<file path="config.mk">
export PLATFORM = sky130hd
export DESIGN_NAME = oc_watchdog
export DESIGN_NICKNAME = d
export VERILOG_FILES = /design/src/rtl/oc_watchdog.sv
export SDC_FILE = /design/constraint.sdc
export NUM_CORES = 1
export LEC_CHECK = 0
export ABC_CLOCK_PERIOD_IN_PS = 2700
export BUFFER_PORTS_ARGS = -buffer_cell sky130_fd_sc_hd__buf_2
export CORE_MARGIN = 3
export CORE_UTILIZATION = 53
export CTS_CLUSTER_SIZE = 28
export DETAILED_ROUTE_END_ITERATION = 8
export HOLD_SLACK_MARGIN = 0.1
export PLACE_DENSITY_LB_ADDON = 0.1
export SKIP_LAST_GASP = 1
export SYNTH_ARGS = -nofsm -noshare
export SYNTH_HDL_FRONTEND = slang
export SYNTH_SLANG_ARGS = --single-unit
</file>
<file path="constraint.sdc">
create_clock -name clk -period 2.7 [get_ports clk]
set_input_delay 0.405 -clock clk [delete_from_list [all_inputs] [get_ports clk]]
set_output_delay 0.405 -clock clk [all_outputs]
set_load 0.01 [all_outputs]
</file>
<file path="src/rtl/oc_watchdog.sv">
module oc_watchdog #(
  parameter int NW          = 9,
  parameter int SHORT_TICKS = 3,
  parameter int LONG_TICKS  = 5,
  parameter int TEST_TICKS  = 2,
  parameter int PULSE_TICKS = 4
) (
  input  logic          clk,
  input  logic          rst_n,
  input  logic          tick,
  input  logic          wd_en,
  input  logic [2:0]    wd_mult,
  input  logic          wd_long,
  input  logic          reset_only,
  input  logic          rec_from_reg,
  input  logic          auto_rec,
  input  logic          rec_wr,
  input  logic [NW-1:0] rec_wdata,
  input  logic [NW-1:0] cur_n,
  input  logic [NW-1:0] hw_n,
  input  logic          alarm_clr,
  input  logic          sw_rst_set,
  output logic          sreset_n,
  output logic          alarm,
  output logic [NW-1:0] n_out,
  output logic          n_load,
  output logic          sw_pend
);
  localparam int MAXB = (LONG_TICKS > SHORT_TICKS) ? LONG_TICKS : SHORT_TICKS;
  localparam int MAXL = (7 * MAXB > TEST_TICKS) ? 7 * MAXB : TEST_TICKS;
  localparam int CW   = $clog2(MAXL + 1);
  localparam int PW   = $clog2(PULSE_TICKS + 1);

  logic          en_q, long_q, armed;
  logic [2:0]    mult_q;
  logic [CW-1:0] cnt, base_c, load_val;
  logic [PW-1:0] pcnt;
  logic [NW-1:0] rec_q;
  logic          en_rise, cfg_chg, rearm, fire, pact, pulse_end, start;

  assign en_rise   = wd_en & ~en_q;
  assign cfg_chg   = (wd_mult != mult_q) | (wd_long != long_q);
  assign rearm     = wd_en & (en_rise | cfg_chg);
  assign base_c    = wd_long ? CW'(LONG_TICKS) : CW'(SHORT_TICKS);
  assign load_val  = (wd_mult == 3'd0) ? CW'(TEST_TICKS) : CW'(wd_mult) * base_c;
  assign fire      = armed & wd_en & tick & ~rearm & (cnt == CW'(1));

  assign pact      = (pcnt != '0);
  assign pulse_end = pact & tick & (pcnt == PW'(1));
  assign start     = ~pact & (fire | sw_pend);
  assign sreset_n  = ~pact;

  always_ff @(posedge clk or negedge rst_n) begin
    if (!rst_n) begin
      en_q   <= 1'b0;
      mult_q <= 3'd0;
      long_q <= 1'b1;
    end else begin
      en_q   <= wd_en;
      mult_q <= wd_mult;
      long_q <= wd_long;
    end
  end

  always_ff @(posedge clk or negedge rst_n) begin
    if (!rst_n) begin
      armed <= 1'b0;
      cnt   <= '0;
    end else if (!wd_en) begin
      armed <= 1'b0;
    end else if (rearm) begin
      armed <= 1'b1;
      cnt   <= load_val;
    end else if (armed && tick) begin
      cnt <= cnt - CW'(1);
      if (cnt == CW'(1)) armed <= 1'b0;
    end
  end

  always_ff @(posedge clk or negedge rst_n) begin
    if (!rst_n)         pcnt <= '0;
    else if (start)     pcnt <= PW'(PULSE_TICKS);
    else if (pact && tick) pcnt <= pcnt - PW'(1);
  end

  always_ff @(posedge clk or negedge rst_n) begin
    if (!rst_n)          sw_pend <= 1'b0;
    else if (sw_rst_set) sw_pend <= 1'b1;
    else if (pulse_end)  sw_pend <= 1'b0;
  end

  always_ff @(posedge clk or negedge rst_n) begin
    if (!rst_n)         alarm <= 1'b0;
    else if (fire)      alarm <= 1'b1;
    else if (alarm_clr) alarm <= 1'b0;
  end

  always_ff @(posedge clk or negedge rst_n) begin
    if (!rst_n)                  rec_q <= '0;
    else if (auto_rec && en_rise) rec_q <= cur_n;
    else if (!auto_rec && rec_wr) rec_q <= rec_wdata;
  end

  always_ff @(posedge clk or negedge rst_n) begin
    if (!rst_n) begin
      n_load <= 1'b0;
      n_out  <= '0;
    end else begin
      n_load <= fire & ~reset_only;
      if (fire && !reset_only) n_out <= rec_from_reg ? rec_q : hw_n;
    end
  end
endmodule


</file>
==> results.sh, run 1 <==
export IMPL_worstPathBufferInverterCount=1
export IMPL_ys_warn_count=0
export IMPL_clock_tree_root_cell="clkbuf_8"
export IMPL_ios=54
export IMPL_synth_top_flop_cell="dfrtp_1"
export IMPL_placementRows=21
export IMPL_initial_antenna_violation_count=0
export IMPL_detail_route_antenna_nets=0
export IMPL_worst_hold_path_type="input pin to asynchronous set/reset pin"
export IMPL_critical_path_slowest_cell="fa_1"
export IMPL_core_area_sq_um=3440
export IMPL_drt_pre_antenna_iters=2
export IMPL_synth_distinct_cells=38
export IMPL_cts_buffers=5
export IMPL_route_detailed_vias_per_inst=5.18
export IMPL_tns_ps=0
export IMPL_timing_final_crit_share_pct=73.5
export IMPL_power_share_combinational_pct=23.8
export IMPL_route_detailed_wl_per_inst_microns=13.9
export IMPL_fillCellCount=280
export IMPL_finalMaxSlewViolations=0
export IMPL_cts_resized=0
export IMPL_power_switching_mw=0.395
export IMPL_die_area_sq_um=4420
export IMPL_unrepaired_setup_endpoints_after_global_routing="no"
export IMPL_postCtsSetupBuffers=0
export IMPL_place_congestion=0.788
export IMPL_finalNetCount=276
export IMPL_num_vias=1405
export IMPL_post_synth_top_count_cell="dfrtp_1"
export IMPL_vdd_ir_drop_max_mv=0.410
export IMPL_post_dp_hpwl_microns=2910
export IMPL_io_buffer_count=53
export IMPL_period_minus_slack_ps=1980
export IMPL_power_share_sequential_pct=48.5
export IMPL_critical_path_top_cell_by_count="ha_1"
export IMPL_grt_pass1_vias=1400
export IMPL_critical_path_top_delay_family="adder cells"
export IMPL_max_cap_violations=0
export IMPL_cp_start_kind="input pin"
export IMPL_share_of_the_yosys_chip_area_belonging_to_registers_pct=46.5
export IMPL_timing_critical_path_cells="buf_2 -> mux2_2 -> ha_1 -> ha_1 -> fa_1 -> xor2_1 -> nand2_1 -> mux2i_1"
export IMPL_synth_area_leader_cell="dfrtp_1"
export IMPL_fp_dieH_microns=66.5
export IMPL_critical_path_class="input pin to flip-flop"
export IMPL_drt_total_wl_microns=3770
export IMPL_tritoncts_clock_tree="yes"
export IMPL_hold_buffers=0
export IMPL_synth_common_cells="dfrtp_1, mux2_2, mux2i_1, nand2_1, o21ai_0"
export IMPL_status="completed"
export IMPL_worst_skew_pair_late_latency_ps=280
export IMPL_cts_root_to_sink_buffers=2
export IMPL_edff_count_synth=0
export IMPL_report_final_hold_viol_count=0
export IMPL_slew_limit_headroom_pct=48.3
export IMPL_max_freq_mhz=504
export IMPL_initialDrtViolationCount=28
export IMPL_cp_data_required_time_ps=2890
export IMPL_grt_first_pass_wirelength_microns=6290
export IMPL_timing_critical_path_arrival_ps=2170
export IMPL_core_occupancy_in_the_finished_layout_pct=68.3
export IMPL_finalSetupViolCount=0
export IMPL_finClkSkew_ps=9.79
export IMPL_power_density_nw_per_um2=587
export IMPL_cts_reportedPaths_clkPinSlew_ps=80
export IMPL_intPower_mw=0.984
export IMPL_worstReg2RegStart="long_q"
export IMPL_slew_worst_pin_ps=776
export IMPL_yosys_area_top_type_share_pct=45.2
export IMPL_layout_area_overhead_vs_synth_pct=21.2
export IMPL_detail_route_drc_violations=0
export IMPL_synthTopCellsByArea="dfrtp_1, mux2_2, ha_1"
export IMPL_grtUsageTotal_pct=18.7
export IMPL_grt_max_degree=37
export IMPL_swShare_pct=28.6
export IMPL_critPathLaunch="wd_long"
export IMPL_postSynth_asyncResetShare_pct=100
export IMPL_p_leak_nw=1.19
export IMPL_post_synthesis_area_per_instance_sq_um=11.6
export IMPL_clock_power_share_pct=27.7
export IMPL_synth_ff_latch_count=36
export IMPL_setup_worst_path_end_class="flip-flop"
export IMPL_syn_inst=167
export IMPL_die_width_microns=66.5
export IMPL_numClockSinks=36
export IMPL_effective_utilization_at_floorplan_pct=56.3
export IMPL_global_route_overflow_total=0
export IMPL_crit_path_max_fanout=6
export IMPL_post_synth_instance_area_sq_um=1940
export IMPL_cpPeakStageDelay_ps=370
export IMPL_drive_above_1_share_pct=40.4
export IMPL_number_of_levels_in_the_clock_h_tree=2
export IMPL_antenna_cells=0
export IMPL_postSynthNetCount=219
layout by cell type, fill, tap and decap left out, types with 3 or more instances in the layout:
cell type  synthesis  layout
a21oi_1            4       4
buf_2              1      53
clkbuf_8           0       6
dfrtp_1           35      35
ha_1              10      10
inv_1              7       7
mux2_2            22      22
mux2i_1           12      12
nand2_1           11      11
nand3_1            3       3
nor2_1             4       4
nor2b_1            4       4
nor3b_1            3       3
o21ai_0           11      11
xnor2_1            8       8
stage by stage:
stage | hold WS, ps | setup WS (ps) | power [mW] | instances | instance area [sq um]
after global routing | 266 | 651 | 1.48 | 271 | 2350
after detailed placement | 480 | 473 | 1.01 | 263 | 2260
after CTS | 215 | 700 | 1.40 | 271 | 2350
after global placement | 461 | 545 | 0.983 | 263 | 2260
final | 199 | 716 | 1.38 | 271 | 2350
after floorplan | 109 | 749 | 0.897 | 167 | 1940
path summary, 6_finish.rpt:
path	endpoint	slack, ps	cells past startpoint
worst max-delay path	cnt[4]	720	8
worst min-delay path	mult_q[2]	200	1
worst max register to register	n_out[7]	850	5
worst min register to register	alarm	490	1
max in group asynchronous	mult_q[0]	2010	1
min in group clk	long_q	280	1
metal layers:
layer	GRT usage, %	vias to the layer above	share of wire [%]
li1	-	703	-
met1	23.8	664	44
met2	31.7	31	50
met3	4.38	7	4.5
met4	5.08	0	1.3
met5	0	-	0
area by class of cell:
type                       count  area [sq um]  share of cell area (%)
inverter                       7          26.3                    1.12
tap                           46          57.6                    2.45
sequential                    36           902                    38.4
timing repair buffer          55           280                    11.9
clock buffer                   6          82.6                    3.51
multi-input combinational    119           991                    42.2
clock inverter                 2          10.0                   0.426
power by group through the flow:
stage,sequential (mW),clock (mW),combinational [mW]
final,0.668,0.382,0.328
after global routing,0.675,0.420,0.381
after CTS,0.668,0.395,0.333
after detailed placement,0.679,0,0.328
after global placement,0.674,0,0.310
after floorplan,0.667,0,0.231
logic make-up (layout without fill, tap and decap cells):
family / after synthesis / in the layout / share of synthesized area, %
compound gates: 22 / 22 / 7.10
xor+xnor: 10 / 10 / 4.52
fa+ha+maj: 11 / 11 / 7.48
buf+inv: 12 / 70 / 2.39
flops: 36 / 36 / 46.5
mux: 34 / 34 / 19.0
other cells: 1 / 1 / 0.193
simple gates: 41 / 41 / 12.8
registers in the layout, summed over array words and instances (netlist names):
signal	flops
n_out	9
rec_q	9
long_q	1
sw_pend	1
en_q	1
alarm	1
cnt	6
mult_q	3
armed	1
pcnt	3
n_load	1
No activity file was read; power rests on OpenSTA's default activity.
==> run 2, diff against run 1 <==
Settings changed: ABC_AREA set to 1, ABC_CLOCK_PERIOD_IN_PS 2700 to 2029.
Clock period 2.7 ns to 2.03 ns, I/O delays scaled along.
==> results.sh, run 2 <==
export IMPL_core_area_sq_um=3740
export IMPL_timing_reg2reg_setup_slack_ps=370
export IMPL_worst_hold_path_type="input pin to flip-flop"
export IMPL_antenna_cells=0
export IMPL_critical_path_endpoint="pcnt[1]"
export IMPL_finalMaxSlewViolations=0
export IMPL_unrepaired_setup_endpoints_after_global_routing="no"
export IMPL_fp_dieH_microns=69.1
export IMPL_power_mw=1.97
export IMPL_place_congestion=0.826
export IMPL_grt_max_degree=37
export IMPL_syn_inst=249
export IMPL_critical_path_slowest_cell="dfrtp_1"
export IMPL_detail_route_antenna_nets=0
export IMPL_cts_resized=0
export IMPL_p_leak_nw=1.38
export IMPL_vdd_ir_drop_max_mv=0.500
export IMPL_worstPathBufferInverterCount=1
export IMPL_layout_cells_most_common_list="nand2_1, buf_2, dfrtp_1"
export IMPL_finalSetupViolCount=0
export IMPL_timing_critical_path_arrival_ps=1850
export IMPL_max_cap_violations=0
export IMPL_period_minus_slack_ps=1660
export IMPL_timing_final_crit_share_pct=81.6
export IMPL_global_route_overflow_total=0
export IMPL_yosys_area_top_type_share_pct=41.5
export IMPL_io_buffer_count=53
export IMPL_detail_route_drc_violations=0
export IMPL_cp_start_kind="flip-flop"
export IMPL_edff_count_synth=0
export IMPL_critPathLaunch="cnt[1]"
export IMPL_ios=54
export IMPL_initialDrtViolationCount=87
export IMPL_max_freq_mhz=604
export IMPL_drive_above_1_share_pct=31.3
export IMPL_post_synth_instance_area_sq_um=2110
export IMPL_timing_critical_path_cells="inv_1 -> ha_1 -> nand2_1 -> nor2_1 -> nand2_1 -> nor2_2 -> nand3_4 -> nand2_1 -> nand2_1 -> nand3_1 -> nand2_1"
export IMPL_clock_tree_root_cell="clkbuf_8"
export IMPL_finalNetCount=358
export IMPL_cp_data_required_time_ps=2220
export IMPL_cts_buffers=5
export IMPL_grt_first_pass_wirelength_microns=7220
export IMPL_num_vias=1762
export IMPL_instances_no_fill=355
export IMPL_status="completed"
export IMPL_number_of_levels_in_the_clock_h_tree=2
export IMPL_place_area_sq_um=2400
export IMPL_commonest_non_fill_non_tap_cell_in_the_layout="nand2_1"
export IMPL_synthTopCellsByArea="dfrtp_1, nand2_1, ha_1"
export IMPL_cpPeakStageDelay_ps=400
export IMPL_drt_pre_antenna_iters=4
export IMPL_ys_warn_count=0
export IMPL_design_area_sq_um=2520
export IMPL_synth_distinct_cells=34
export IMPL_post_dp_hpwl_microns=3190
export IMPL_critical_path_top_delay_family="simple AND/OR/NAND/NOR gates"
export IMPL_crit_path_max_fanout=12
export IMPL_report_final_hold_viol_count=0
export IMPL_worst_skew_pair_late_latency_ps=300
export IMPL_post_synthesis_area_per_instance_sq_um=8.47
export IMPL_postSynthNetCount=301
export IMPL_finClkSkew_ps=6.09
export IMPL_layout_area_overhead_vs_synth_pct=19.7
export IMPL_route_detailed_vias_per_inst=4.96
export IMPL_critical_path_reg2reg_endpoint="pcnt[1]"
export IMPL_initial_antenna_violation_count=0
export IMPL_worstReg2RegStart="cnt[1]"
export IMPL_synth_ff_latch_count=36
export IMPL_tns_ps=0
export IMPL_drt_total_wl_microns=4280
export IMPL_route_detailed_wl_per_inst_microns=12.0
export IMPL_critical_path_top_cell_by_count="nand2_1"
export IMPL_effective_utilization_at_floorplan_pct=56.4
export IMPL_grtUsageTotal_pct=19.1
export IMPL_power_density_nw_per_um2=782
export IMPL_reg2regPathDepth=11
export IMPL_synth_top_flop_cell="dfrtp_1"
export IMPL_grt_pass1_vias=1637
export IMPL_tritoncts_clock_tree="yes"
export IMPL_synth_common_cells="nand2_1, dfrtp_1, inv_1, nor2_1, o21ai_0"
export IMPL_cts_root_to_sink_buffers=2
export IMPL_synth_area_leader_cell="dfrtp_1"
export IMPL_postSynth_asyncResetShare_pct=100
export IMPL_share_of_the_yosys_chip_area_belonging_to_registers_pct=42.8
export IMPL_cts_reportedPaths_clkPinSlew_ps=80
export IMPL_die_area_sq_um=4770
export IMPL_numClockSinks=36
export IMPL_critical_path_class="flip-flop to flip-flop"
export IMPL_top_regs="n_out (9), rec_q (9), cnt (6)"
export IMPL_cp_depth=11
export IMPL_placementRows=22
export IMPL_placedCellCount=346
export IMPL_die_width_microns=69.1
export IMPL_post_synth_top_count_cell="nand2_1"
export IMPL_setup_worst_path_end_class="flip-flop"
## run 2: changes by cell type after synthesis, moves of 8 or more
cell / before / now
nand2_1: 11 / 59
inv_1: 7 / 25
mux2_2: 22 / 4
nor2_1: 4 / 20
mux2i_1: 12 / 0
o21ai_2: 1 / 9
## run 2: metrics by stage
step / worst slack [ps] / hold WS (ps) / util, %
6_report: 375 / 160 / 67.4
5_1_grt: 189 / 165 / 67.4
4_1_cts: 364 / 155 / 67.4
3_5_place_dp: 56.7 / 369 / 64.2
3_3_place_gp: 119 / 371 / 64.2
2_1_floorplan: 329 / 8.91 / -
## run 2: logic make-up (layout without fill, tap and decap cells)
logic type	Yosys count	after routing	synth area share, %
AOI/OAI and AO/OA	53	53	15.4
xor gates and xnor gates	6	6	2.49
adders and majority gates	11	11	6.88
buffers and inverters	37	95	7.83
DFF	36	36	42.8
muxes	4	4	2.14
other	1	1	0.178
and+or+nand+nor	101	101	22.4
## run 2: power breakdown
part | internal (mW) | leakage (nW) | switching [mW]
registers | 0.809 | 0.449 | 0.0530
clock network | 0.363 | 0.0541 | 0.275
logic | 0.199 | 0.880 | 0.275
total | 1.37 | 1.38 | 0.603
## run 2: how the worst min path moves through the flow
| stage | endpoint | startpoint | depth (start not counted) |
|---|---|---|---|
| 2_1_floorplan | alarm | rst_n | 0 |
| 3_3_place_gp | rec_q[4] | rst_n | 2 |
| 3_5_place_dp | rec_q[4] | rst_n | 2 |
| 4_1_cts | long_q | wd_long | 1 |
| 5_1_grt | long_q | wd_long | 1 |
| 6_report | long_q | wd_long | 1 |
## run 2: area by class of cell
cell class / instances / area, sq um
well taps: 48 / 60.1
fillers: 336 / 1220
clock inverters: 3 / 42.5
flip-flops and latches: 36 / 902
inverters: 31 / 119
repair buffers: 56 / 290
clock buffers: 5 / 68.8
multi-input cells: 176 / 1040
## run 2: timing repair
action / 4_1_cts / 5_1_grt
setup buffers: 0 / 0
hold buffers: 1 / 0
hold endpoints to repair: 35 / 0
## run 2: layer usage
metal / part of all wire, % / track usage [%] / vias to the layer above
met3: 6.2 / 5.39 / 8
met5: 0 / 0 / -
li1: - / - / 914
met4: 2.5 / 9.76 / 0
met1: 45 / 24.6 / 797
met2: 46 / 29.3 / 43
==> run 3, diff against run 2 <==
Settings changed: ABC_CLOCK_PERIOD_IN_PS 2029 to 1600.
Clock period 2.03 ns to 1.6 ns, I/O delays scaled along.
==> results.sh, run 3 (synthesis results as in run 2) <==
export IMPL_unrepaired_setup_endpoints_after_global_routing="yes"
export IMPL_fp_dieH_microns=69.1
export IMPL_multiInputGateArea_sq_um=1070
export IMPL_timing_critical_path_arrival_ps=1300
export IMPL_num_vias=1842
export IMPL_core_occupancy_in_the_finished_layout_pct=71.2
export IMPL_antenna_cells=0
export IMPL_crit_path_max_fanout=3
export IMPL_critical_path_class="flip-flop to output port"
export IMPL_drt_total_wl_microns=4380
export IMPL_period_minus_slack_ps=1540
export IMPL_place_congestion=0.851
export IMPL_max_freq_mhz=650
export IMPL_top_regs="n_out (9), rec_q (9), cnt (6)"
export IMPL_timing_final_crit_share_pct=96.2
export IMPL_regArea_sq_um=902
export IMPL_grt_first_pass_wirelength_microns=7580
export IMPL_die_area_sq_um=4770
export IMPL_clock_tree_root_cell="clkbuf_8"
export IMPL_cp_start_kind="flip-flop"
export IMPL_cts_root_to_sink_buffers=2
export IMPL_grt_pass1_vias=1761
export IMPL_report_final_hold_viol_count=0
export IMPL_placementRows=22
export IMPL_cp_data_required_time_ps=1360
export IMPL_layout_cells_most_common_list="nand2_1, buf_2, dfrtp_1"
export IMPL_io_buffer_count=53
export IMPL_max_cap_violations=0
export IMPL_vdd_ir_drop_max_mv=0.620
export IMPL_cts_buffers=5
export IMPL_placedCellCount=359
export IMPL_initialDrtViolationCount=63
export IMPL_core_area_sq_um=3740
export IMPL_fillCellCount=310
export IMPL_finalSetupViolCount=0
export IMPL_route_detailed_wl_per_inst_microns=11.9
export IMPL_ios=54
export IMPL_post_dp_hpwl_microns=3380
export IMPL_layout_area_overhead_vs_synth_pct=26.4
export IMPL_finalMaxSlewViolations=0
export IMPL_effective_utilization_at_floorplan_pct=56.4
export IMPL_worst_skew_pair_late_latency_ps=290
export IMPL_drt_pre_antenna_iters=4
export IMPL_grtUsageTotal_pct=19.5
export IMPL_number_of_levels_in_the_clock_h_tree=2
export IMPL_die_width_microns=69.1
export IMPL_finClkSkew_ps=8.86
export IMPL_grt_max_degree=37
export IMPL_route_detailed_vias_per_inst=4.99
export IMPL_p_leak_nw=1.45
export IMPL_setup_worst_path_end_class="output port"
export IMPL_instances_no_fill=369
export IMPL_detail_route_drc_violations=0
export IMPL_initial_antenna_violation_count=0
export IMPL_global_route_overflow_total=0
export IMPL_power_density_nw_per_um2=959
export IMPL_commonest_non_fill_non_tap_cell_in_the_layout="nand2_1"
export IMPL_cts_reportedPaths_clkPinSlew_ps=60
export IMPL_finalNetCount=372
export IMPL_drive_above_1_share_pct=36.8
export IMPL_numClockSinks=36
export IMPL_status="completed"
export IMPL_tritoncts_clock_tree="yes"
export IMPL_worst_hold_path_type="input pin to flip-flop"
export IMPL_detail_route_antenna_nets=0
[run 3: critical path, cell delays in order (launching register included)]
cell and delay, ps:
dfrtp_1 370, inv_1 70, ha_1 210, ha_1 220
buf_2 150
[run 3: final timing paths]
check                      slack, ps  depth (start not counted)       end        from
min in group asynchronous        520                          3  rec_q[0]       rst_n
setup / recovery                  60                          4  sreset_n     pcnt[0]
hold / removal                   150                          2   sw_pend  sw_rst_set
hold reg to reg                  480                          2  n_out[8]    n_out[8]
max in group asynchronous        730                          3    long_q       rst_n
setup reg to reg                  70                         10  n_out[2]      cnt[1]
[run 3: timing repair]
action	in CTS	in global routing
hold buffers	1	0
hold endpoints to repair	35	0
gates resized for setup	0	12
setup endpoints to repair	0	14
setup buffers	0	1
[run 3: power by group]
part / switching, mW / total [mW] / internal, mW
clock: 0.316 / 0.778 / 0.462
combinational: 0.389 / 0.688 / 0.299
sequential: 0.0653 / 1.09 / 1.03
total: 0.770 / 2.56 / 1.79
[run 3: cell type report]
cell class	instances	area share, %
inverter	31	4.46
sequential	36	33.8
clock inverter	2	1.31
multi-input combinational	176	40.3
clock buffer	6	2.72
tap	48	2.25
timing repair buffer	70	15.1
[run 3: layer usage]
metal | GRT usage [%] | part of all wire [%]
met5 | 0 | 0
met4 | 8.68 | 2.4
met3 | 4.96 | 6.3
met2 | 31.4 | 47
met1 | 24.5 | 44
[run 3: stage by stage]
step           worst slack, ps  power [mW]  hold slack (ps)  area, sq um  setup TNS (ps)
2_1_floorplan             8.86        1.53            -55.6         2110               0
5_1_grt                  -91.6        2.73              151         2670            -711
4_1_cts                   28.7        2.55              141         2620               0
3_3_place_gp              -160        1.73              305         2500            -287
6_report                  61.0        2.56              145         2670               0
3_5_place_dp              -168        1.76              307         2500            -336
